File: src/rtl/bdm_pkg.sv
package bdm_pkg;

  // Number of data bits in one packet when no parameter overrides it.
  localparam int BDM_DATA_W = 16;

  // Processor clocks after a packet during which new packets get not-ready.
  localparam int BDM_GUARD_CYC = 32;

  // Value of the status flag: clear for valid or accepted, set for the
  // not-ready, fault and illegal codes.
  typedef enum logic {
    STAT_CLEAR = 1'b0,
    STAT_FLAG  = 1'b1
  } bdm_stat_e;

  // Width of a counter that must hold the values 0..n.
  function automatic int bdm_ctr_w(input int n);
    return (n < 2) ? 1 : $clog2(n + 1);
  endfunction

  // Bit index that follows idx in a packet of pkt_w bits; wraps to 0 at the end.
  function automatic int bdm_next_idx(input int idx, input int pkt_w);
    return (idx == pkt_w - 1) ? 0 : idx + 1;
  endfunction

endpackage

File: src/rtl/bdm_in_sync.sv
module bdm_in_sync #(
  parameter int WIDTH = 2
) (
  input  logic             clk,
  input  logic             rst,
  input  logic [WIDTH-1:0] async_i,
  output logic [WIDTH-1:0] sync_o
);

  logic [WIDTH-1:0] stg1_q;
  logic [WIDTH-1:0] stg2_q;

  // Each input gets its own two-register chain.
  for (genvar g = 0; g < WIDTH; g++) begin : g_chain
    always_ff @(posedge clk) begin
      if (rst) begin
        stg1_q[g] <= 1'b0;
        stg2_q[g] <= 1'b0;
      end else begin
        stg1_q[g] <= async_i[g];
        stg2_q[g] <= stg1_q[g];
      end
    end
  end

  assign sync_o = stg2_q;

endmodule

File: src/rtl/bdm_rx_frame.sv
module bdm_rx_frame
  import bdm_pkg::*;
#(
  parameter int DATA_W = BDM_DATA_W
) (
  input  logic            clk,
  input  logic            rst,
  input  logic            dclk_sync_i,
  input  logic            din_sync_i,
  output logic            step_o,
  output logic            first_o,
  output logic            last_o,
  output logic [DATA_W:0] rx_word_o,
  output logic            rx_valid_o
);

  localparam int PKT_W = DATA_W + 1;
  localparam int CNT_W = bdm_ctr_w(PKT_W - 1);
  localparam logic [CNT_W-1:0] LAST_IDX = CNT_W'(PKT_W - 1);

  logic             dclk_dly_q;
  logic [CNT_W-1:0] idx_q;
  logic [PKT_W-1:0] sh_q;
  logic [PKT_W-1:0] sh_next;

  // A bit is taken when the synchronized debug clock goes from low to high.
  assign step_o  = dclk_sync_i & ~dclk_dly_q;
  assign first_o = (idx_q == '0);
  assign last_o  = (idx_q == LAST_IDX);
  assign sh_next = {sh_q[PKT_W-2:0], din_sync_i};

  always_ff @(posedge clk) begin
    if (rst) begin
      dclk_dly_q <= 1'b0;
      idx_q      <= '0;
      sh_q       <= '0;
      rx_word_o  <= '0;
      rx_valid_o <= 1'b0;
    end else begin
      dclk_dly_q <= dclk_sync_i;
      rx_valid_o <= 1'b0;
      if (step_o) begin
        sh_q  <= sh_next;
        idx_q <= CNT_W'(bdm_next_idx(int'(idx_q), PKT_W));
        if (last_o) begin
          rx_word_o  <= sh_next;
          rx_valid_o <= 1'b1;
        end
      end
    end
  end

  AST_RX_ONE_CYCLE: assert property (@(posedge clk) disable iff (rst)
    rx_valid_o |=> !rx_valid_o);

  AST_RX_AFTER_LAST_BIT: assert property (@(posedge clk) disable iff (rst)
    rx_valid_o |-> $past(step_o && last_o));

  AST_STEP_NEEDS_LOW: assert property (@(posedge clk) disable iff (rst)
    step_o |=> !step_o);

endmodule

File: src/rtl/bdm_tx_path.sv
module bdm_tx_path
  import bdm_pkg::*;
#(
  parameter int DATA_W    = BDM_DATA_W,
  parameter int GUARD_CYC = BDM_GUARD_CYC
) (
  input  logic            clk,
  input  logic            rst,
  input  logic            step_i,
  input  logic            first_i,
  input  logic            last_i,
  input  logic [DATA_W:0] rsp_word_i,
  input  logic            rsp_valid_i,
  output logic            dout_o
);

  localparam int PKT_W = DATA_W + 1;
  localparam int GRD_W = bdm_ctr_w(GUARD_CYC);
  localparam logic [PKT_W-1:0] NOT_READY = {STAT_FLAG, {DATA_W{1'b0}}};

  logic             pend_q;
  logic [PKT_W-1:0] pend_word_q;
  logic [GRD_W-1:0] guard_q;
  logic             guard_busy;
  logic             take_rsp;
  logic [PKT_W-1:0] load_word;
  logic [PKT_W-1:0] tx_sh_q;
  logic             tx_bit_q;
  logic             dout_q;

  assign guard_busy = (guard_q != '0);
  assign take_rsp   = step_i & first_i & pend_q & ~guard_busy;
  assign load_word  = take_rsp ? pend_word_q : NOT_READY;
  assign dout_o     = dout_q;

  always_ff @(posedge clk) begin
    if (rst) begin
      pend_q      <= 1'b0;
      pend_word_q <= '0;
      guard_q     <= '0;
      tx_sh_q     <= '0;
      tx_bit_q    <= 1'b0;
      dout_q      <= 1'b0;
    end else begin
      // The bit for this exchange is chosen on the step edge.
      if (step_i) begin
        if (first_i) begin
          tx_bit_q <= load_word[PKT_W-1];
          tx_sh_q  <= {load_word[PKT_W-2:0], 1'b0};
        end else begin
          tx_bit_q <= tx_sh_q[PKT_W-1];
          tx_sh_q  <= {tx_sh_q[PKT_W-2:0], 1'b0};
        end
      end
      // A new strobe wins over the response being used up in the same cycle.
      if (rsp_valid_i) begin
        pend_q      <= 1'b1;
        pend_word_q <= rsp_word_i;
      end else if (take_rsp) begin
        pend_q <= 1'b0;
      end
      if (step_i && last_i) begin
        guard_q <= GRD_W'(GUARD_CYC);
      end else if (guard_busy) begin
        guard_q <= guard_q - 1'b1;
      end
      // The output register updates one edge after the step edge.
      dout_q <= tx_bit_q;
    end
  end

  AST_DOUT_IN_RESET: assert property (@(posedge clk)
    rst |=> !dout_o);

  AST_DOUT_AFTER_STEP: assert property (@(posedge clk) disable iff (rst)
    !$stable(dout_o) |-> $past(step_i, 2));

  AST_EMPTY_SENDS_FLAG: assert property (@(posedge clk) disable iff (rst)
    (step_i && first_i && !pend_q) |=> tx_bit_q);

  AST_GUARD_SENDS_FLAG: assert property (@(posedge clk) disable iff (rst)
    (step_i && first_i && guard_busy) |=> tx_bit_q);

  AST_GUARD_KEEPS_RSP: assert property (@(posedge clk) disable iff (rst)
    (step_i && first_i && guard_busy && pend_q) |=> pend_q);

endmodule

File: src/rtl/bdm_serial_port.sv
module bdm_serial_port
  import bdm_pkg::*;
#(
  parameter int DATA_W    = BDM_DATA_W,
  parameter int GUARD_CYC = BDM_GUARD_CYC
) (
  input  logic            clk,
  input  logic            rst,
  input  logic            dbg_clk_i,
  input  logic            dbg_din_i,
  output logic            dbg_dout_o,
  input  logic [DATA_W:0] rsp_word_i,
  input  logic            rsp_valid_i,
  output logic [DATA_W:0] rx_word_o,
  output logic            rx_valid_o
);

  localparam int SYNC_W = 2;

  logic [SYNC_W-1:0] raw_in;
  logic [SYNC_W-1:0] synced;
  logic              bit_step;
  logic              bit_first;
  logic              bit_last;

  assign raw_in = {dbg_clk_i, dbg_din_i};

  bdm_in_sync #(
    .WIDTH (SYNC_W)
  ) u_sync (
    .clk     (clk),
    .rst     (rst),
    .async_i (raw_in),
    .sync_o  (synced)
  );

  bdm_rx_frame #(
    .DATA_W (DATA_W)
  ) u_rx (
    .clk         (clk),
    .rst         (rst),
    .dclk_sync_i (synced[1]),
    .din_sync_i  (synced[0]),
    .step_o      (bit_step),
    .first_o     (bit_first),
    .last_o      (bit_last),
    .rx_word_o   (rx_word_o),
    .rx_valid_o  (rx_valid_o)
  );

  bdm_tx_path #(
    .DATA_W    (DATA_W),
    .GUARD_CYC (GUARD_CYC)
  ) u_tx (
    .clk         (clk),
    .rst         (rst),
    .step_i      (bit_step),
    .first_i     (bit_first),
    .last_i      (bit_last),
    .rsp_word_i  (rsp_word_i),
    .rsp_valid_i (rsp_valid_i),
    .dout_o      (dbg_dout_o)
  );

  AST_STROBE_ON_LAST: assert property (@(posedge clk) disable iff (rst)
    rx_valid_o |-> $past(bit_step));

endmodule

File: config.mk
export PLATFORM = sky130hd
export DESIGN_NAME = bdm_serial_port
export DESIGN_NICKNAME = d
export VERILOG_FILES = /design/src/rtl/bdm_pkg.sv /design/src/rtl/bdm_in_sync.sv /design/src/rtl/bdm_rx_frame.sv /design/src/rtl/bdm_tx_path.sv /design/src/rtl/bdm_serial_port.sv
export SDC_FILE = /design/constraint.sdc
export NUM_CORES = 1
export LEC_CHECK = 0
export CAP_MARGIN = 30
export CORE_MARGIN = 2
export CORE_UTILIZATION = 40
export DETAILED_ROUTE_END_ITERATION = 16
export PLACE_DENSITY_LB_ADDON = 0.1
export SLEW_MARGIN = 5
export SYNTH_ARGS = -nofsm -noshare
export SYNTH_HDL_FRONTEND = slang
export SYNTH_SLANG_ARGS = --single-unit
File: constraint.sdc
create_clock -name clk -period 4.6 [get_ports clk]
set_clock_uncertainty 0.2 [all_clocks]
set_input_delay 0.92 -clock clk [delete_from_list [all_inputs] [get_ports clk]]
set_output_delay 0.92 -clock clk [all_outputs]
set_load 0.02 [all_outputs]
* Word level (Yosys, flattened, before mapping)
Cells that the tools add are included.
Storage, ports and cells: register bits 87, input bits 22, output and inout bits 19, logic and storage cells 44
Cells by class: add/subtract/negate cells 2, equality and inequality tests 2, muxes and demuxes 9, bitwise logic cells 7, reduce and logical (&&, ||, !) cells 8
Operator list (count):
- $mux W17 | 2
- $mux W6 | 2
- $eq A5 B5 Y1 const B | 2
- $reduce_bool A6 Y1 | 1
- $sub A6 B1 Y6 const B | 1
- $add A5 B1 Y5 const B | 1
- $logic_not A5 Y1 | 1
- $mux W5 | 1
- $and A1 B1 Y1 | 4
- $mux W1 | 4
- $reduce_bool A2 Y1 | 2
- $reduce_or A2 Y1 | 2
- $not A1 Y1 | 3
- $reduce_and A2 Y1 | 1
- $logic_and A1 B1 Y1 | 1

* Logic depth before layout (Yosys ltp)
depth after elaboration 7, depth in mapped cells 7, mapped depth without buffers 5

* Cells and area by module
A second synthesis with hierarchy kept.
Second synthesis, totals: cells, all modules 395, area total of the unflattened synthesis 3612.2 um^2
Modules (own cells, without submodules):
- bdm_tx_path | instances 1, cells an instance 205, area an instance 1871.8 um^2, sequential area each 840.8 um^2
- bdm_rx_frame | instances 1, cells an instance 182, area an instance 1635.3 um^2, sequential area each 800.8 um^2
- bdm_in_sync | instances 1, cells an instance 8, area an instance 105.1 um^2, sequential area each 80.1 um^2

* Least setup slack after synthesis
OpenSTA, ideal clock, no wires.
path kind input port to flip-flop, start input port rst, end register u_rx.rx_valid_o, library setup time 0.128 ns, data arrival time 1.742 ns, required time 4.272 ns, slack 2.530 ns, stages on the path 4, buffers on the path 3, cells stage by stage clkbuf_1 -> clkbuf_1 -> clkbuf_1 -> nor2_1
On the way: word-level cells in the longest chain between the ends 1
RTL lines:
- start, declared | RTL line bdm_serial_port.sv:8 | input logic rst,
- $reduce_or A2 Y1 (no source line)
- end signal, assigned | RTL line bdm_rx_frame.sv:38 | rx_valid_o <= 1'b0;
- end signal, assigned | RTL line bdm_rx_frame.sv:41 | rx_valid_o <= 1'b0;
- end signal, assigned | RTL line bdm_rx_frame.sv:47 | rx_valid_o <= 1'b1;
- end, declared | RTL line bdm_rx_frame.sv:14 | output logic rx_valid_o
Every way passes these cells. A chain may end at the register's enable or synchronous reset.

* Worst setup path in the final report
start register u_rx.rx_word_o[14], end output port rx_word_o[14]
RTL lines:
- start, declared | RTL line bdm_rx_frame.sv:13 | output logic [DATA_W:0] rx_word_o,
- start signal, assigned | RTL line bdm_rx_frame.sv:46 | rx_word_o <= sh_next;
- end, declared | RTL line bdm_serial_port.sv:14 | output logic [DATA_W:0] rx_word_o,
No word-level cell between the ends.

==> results.cfg <==
[outcome]
status = finished, final reports clean

[worst_setup_path]
startpoint = u_rx.rx_word_o[14]$_SDFFE_PP0P_
critPathKind = register to output port
required_ns = 3.48
cp.arrival_ns = 1.30
reg2reg_from = u_rx.idx_q[0]$_SDFFE_PP0N_
cp_slowest_cell = clkdlybuf4s50_1
startpoint_type = register
regToRegSetupSlack_ns = 2.42
critPathBufInv = 1
cp_cell_sequence = clkdlybuf4s50_1
path_max_fanout = 2
max_stage_delay_ns = 0.60
cp-end-kind = output port
cp_top_family = buffers and inverters

[power]
seqPwrFrac = 0.497
ir_drop_mv = 0.1605
p_per_area_nw_per_um2 = 402.9
p_switching_uw = 450.7
power.leakage_uw = 0.001432
power.share.clock = 0.345
switching_share = 0.2752
comb_power_share = 0.158
internal_power_uw = 1187

[synthesis]
syn_inst = 384
post_synth.cell_area_avg_um2 = 8.794
synth_edf_count = 0
synth_area_leaders = dfxtp_1, a21oi_1, mux2i_1
synth_top_area_frac = 0.5098
syn_area_um2 = 3377
ys.flop_type = dfxtp_1
ys.warnings.count = 0
yosysSeqAreaShare = 0.5098
syn-num-nets = 409
yosysMostFrequentCell = dfxtp_1
ys_types = 42
synthArstFlopShare = 0
ys_seq_elements = 86
synth_top_area_cell = dfxtp_1
synthTopCellsByCount = dfxtp_1, a21oi_1, nand2_1, nor2_1, clkbuf_1

[floorplan]
start_util = 0.4110
core-area_um2 = 8217
die_w_um = 95.88
rows = 33
io_pins = 41
die_y_um = 95.88
die_area_um2 = 9193

[layout]
multiInputGateArea_um2 = 1490
fillerInstances = 804
area_growth_pct = 20.38
nets = 431
diodes = 0
regArea_um2 = 1722
drive_gt1_frac = 0.07299

[clock_network]
cts_hold_repair.buffers = 0
ctsResizeCount = 0
clock_latency_ns = 0.36
cts.clk_slew.worst_paths_ns = 0.08
cts_buffers = 9
post_cts_buffers = 0
cts.sinks = 86
htree_num_levels = 3
cts_root_buf = clkbuf_8
cts_tree = done
cts_buffer_depth = 2

[route]
ant_nets = 0
finalWirelength_mm = 6.891
firstDrtPassIters = 4
wl_per_cell_um = 13.35
route.vias.total = 2705
drcViolationCount = 0
drt_iter0_drc = 88
viasPerCell = 5.242

[flow_run]
cap_violations = 0

[placement]
routabilityCongestion = 0.7340
port_buffers = 40
dp_slack_ns = 2.092
dp_hpwl_mm = 4.211

[sta]
finalSetupViolations = 0
rsz0062_at_grt = no
setup_tns_ns = 0
max_slew_margin = 0.3442
fin_crit_ns = 2.418
drv_slew = 0
setup_slack_ns = 2.182
worst_slew_pin_slew_ns = 0.9795
post-route-period-util = 0.5256
hold_violations = 0
clock.fmax_mhz = 413.6

[hold_path]
min_from = u_sync.stg1_q[0]$_SDFF_PP0_
hold_class = register to register

[global_route]
grt.total_usage = 0.1638
overflow = 0
grt_pass1_wl_mm = 11.81
grt_max_degree = 49
grt_pass1_vias = 2594
antenna_found_initial = 0
layout make-up:
cell class / instances / share of cell area
timing repair buffer: 46 / 0.1173
clock buffer: 12 / 0.04063
multi-input combinational: 256 / 0.3666
sequential: 86 / 0.4235
inverter: 7 / 0.006464
clock inverter: 4 / 0.01323
tap: 105 / 0.03232
sequential cells by signal (all words and copies together), names as in the netlist:
name,cells
u_rx.sh_q,16
u_tx.tx_bit_q,1
u_sync.stg1_q,2
u_rx.dclk_dly_q,1
u_rx.rx_valid_o,1
u_tx.pend_word_q,17
u_rx.rx_word_o,17
u_sync.sync_o,2
u_tx.guard_q,6
u_rx.idx_q,5
u_tx.dout_o,1
u_tx.tx_sh_q,16
u_tx.pend_q,1
path summary, 6_finish.rpt:
check	endpoint	cells past startpoint
worst max register to register	u_tx.tx_sh_q[16]$_SDFFE_PP0N_	5
worst min-delay path	u_sync.sync_o[0]$_SDFF_PP0_	1
worst max-delay path	rx_word_o[14]	1
worst min register to register	u_sync.sync_o[0]$_SDFF_PP0_	1
power by group through the flow:
| stage | Sequential (uW) | Clock [uW] | Combinational (uW) |
|---|---|---|---|
| after floorplan | 823 | 0 | 189 |
| after global placement | 831 | 0 | 247 |
| after detailed placement | 832 | 0 | 258 |
| after CTS | 815 | 585 | 260 |
| after global routing | 821 | 616 | 289 |
| final | 815 | 565 | 258 |
cells by family after synthesis:
family | count (synthesis) | synth area share
buffers and inverters | 42 | 0.05187
XOR/XNOR | 2 | 0.005188
AO/OA/AOI/OAI | 100 | 0.1686
flip-flops | 86 | 0.5098
multiplexers | 17 | 0.05039
adder cells (fa/ha/maj) | 3 | 0.01112
AND/OR/NAND/NOR | 134 | 0.2030
layer usage:
layer,global-route usage,vias up,part of all wire
met5,0,-,0
met4,0.06429,0,0.010
met3,0.04777,8,0.027
met2,0.2692,33,0.47
met1,0.2018,1280,0.49
li1,-,1384,-
layout by cell type, fill, tap and decap left out, types with 2 or more instances in the layout:
master	instances
nand2_1	40
buf_12	2
clkinvlp_4	2
nand4_1	16
clkdlybuf4s50_1	39
nor2_1	34
dfxtp_1	86
or3_1	2
nor3_1	2
nor2b_1	7
a211oi_1	17
inv_1	7
mux2i_1	17
ha_1	3
buf_4	2
nand3_1	18
o21ai_0	19
clkbuf_8	12
o31ai_1	2
a21oi_1	55
stage by stage:
stage                     cells  instance area (um^2)    util  power (uW)  hold WS, ns
after global placement      496                  3780  0.4600        1077       0.2256
final                       516                  4065  0.4947        1638       0.2441
after CTS                   516                  4065  0.4947        1659       0.2502
after detailed placement    500                  3846  0.4681        1091       0.2272
after floorplan             384                  3377       -        1012       0.2138
after global routing        516                  4065  0.4947        1726       0.2751
worst register-to-register path, stage by stage, from the launching register on:
cell,delay (ns)
dfxtp_1,0.34
inv_1,0.08
ha_1,0.21
nor4b_4,0.82
nand4_1,0.19
a221oi_1,0.26
Note: power is estimated with default switching activity, not from simulation.
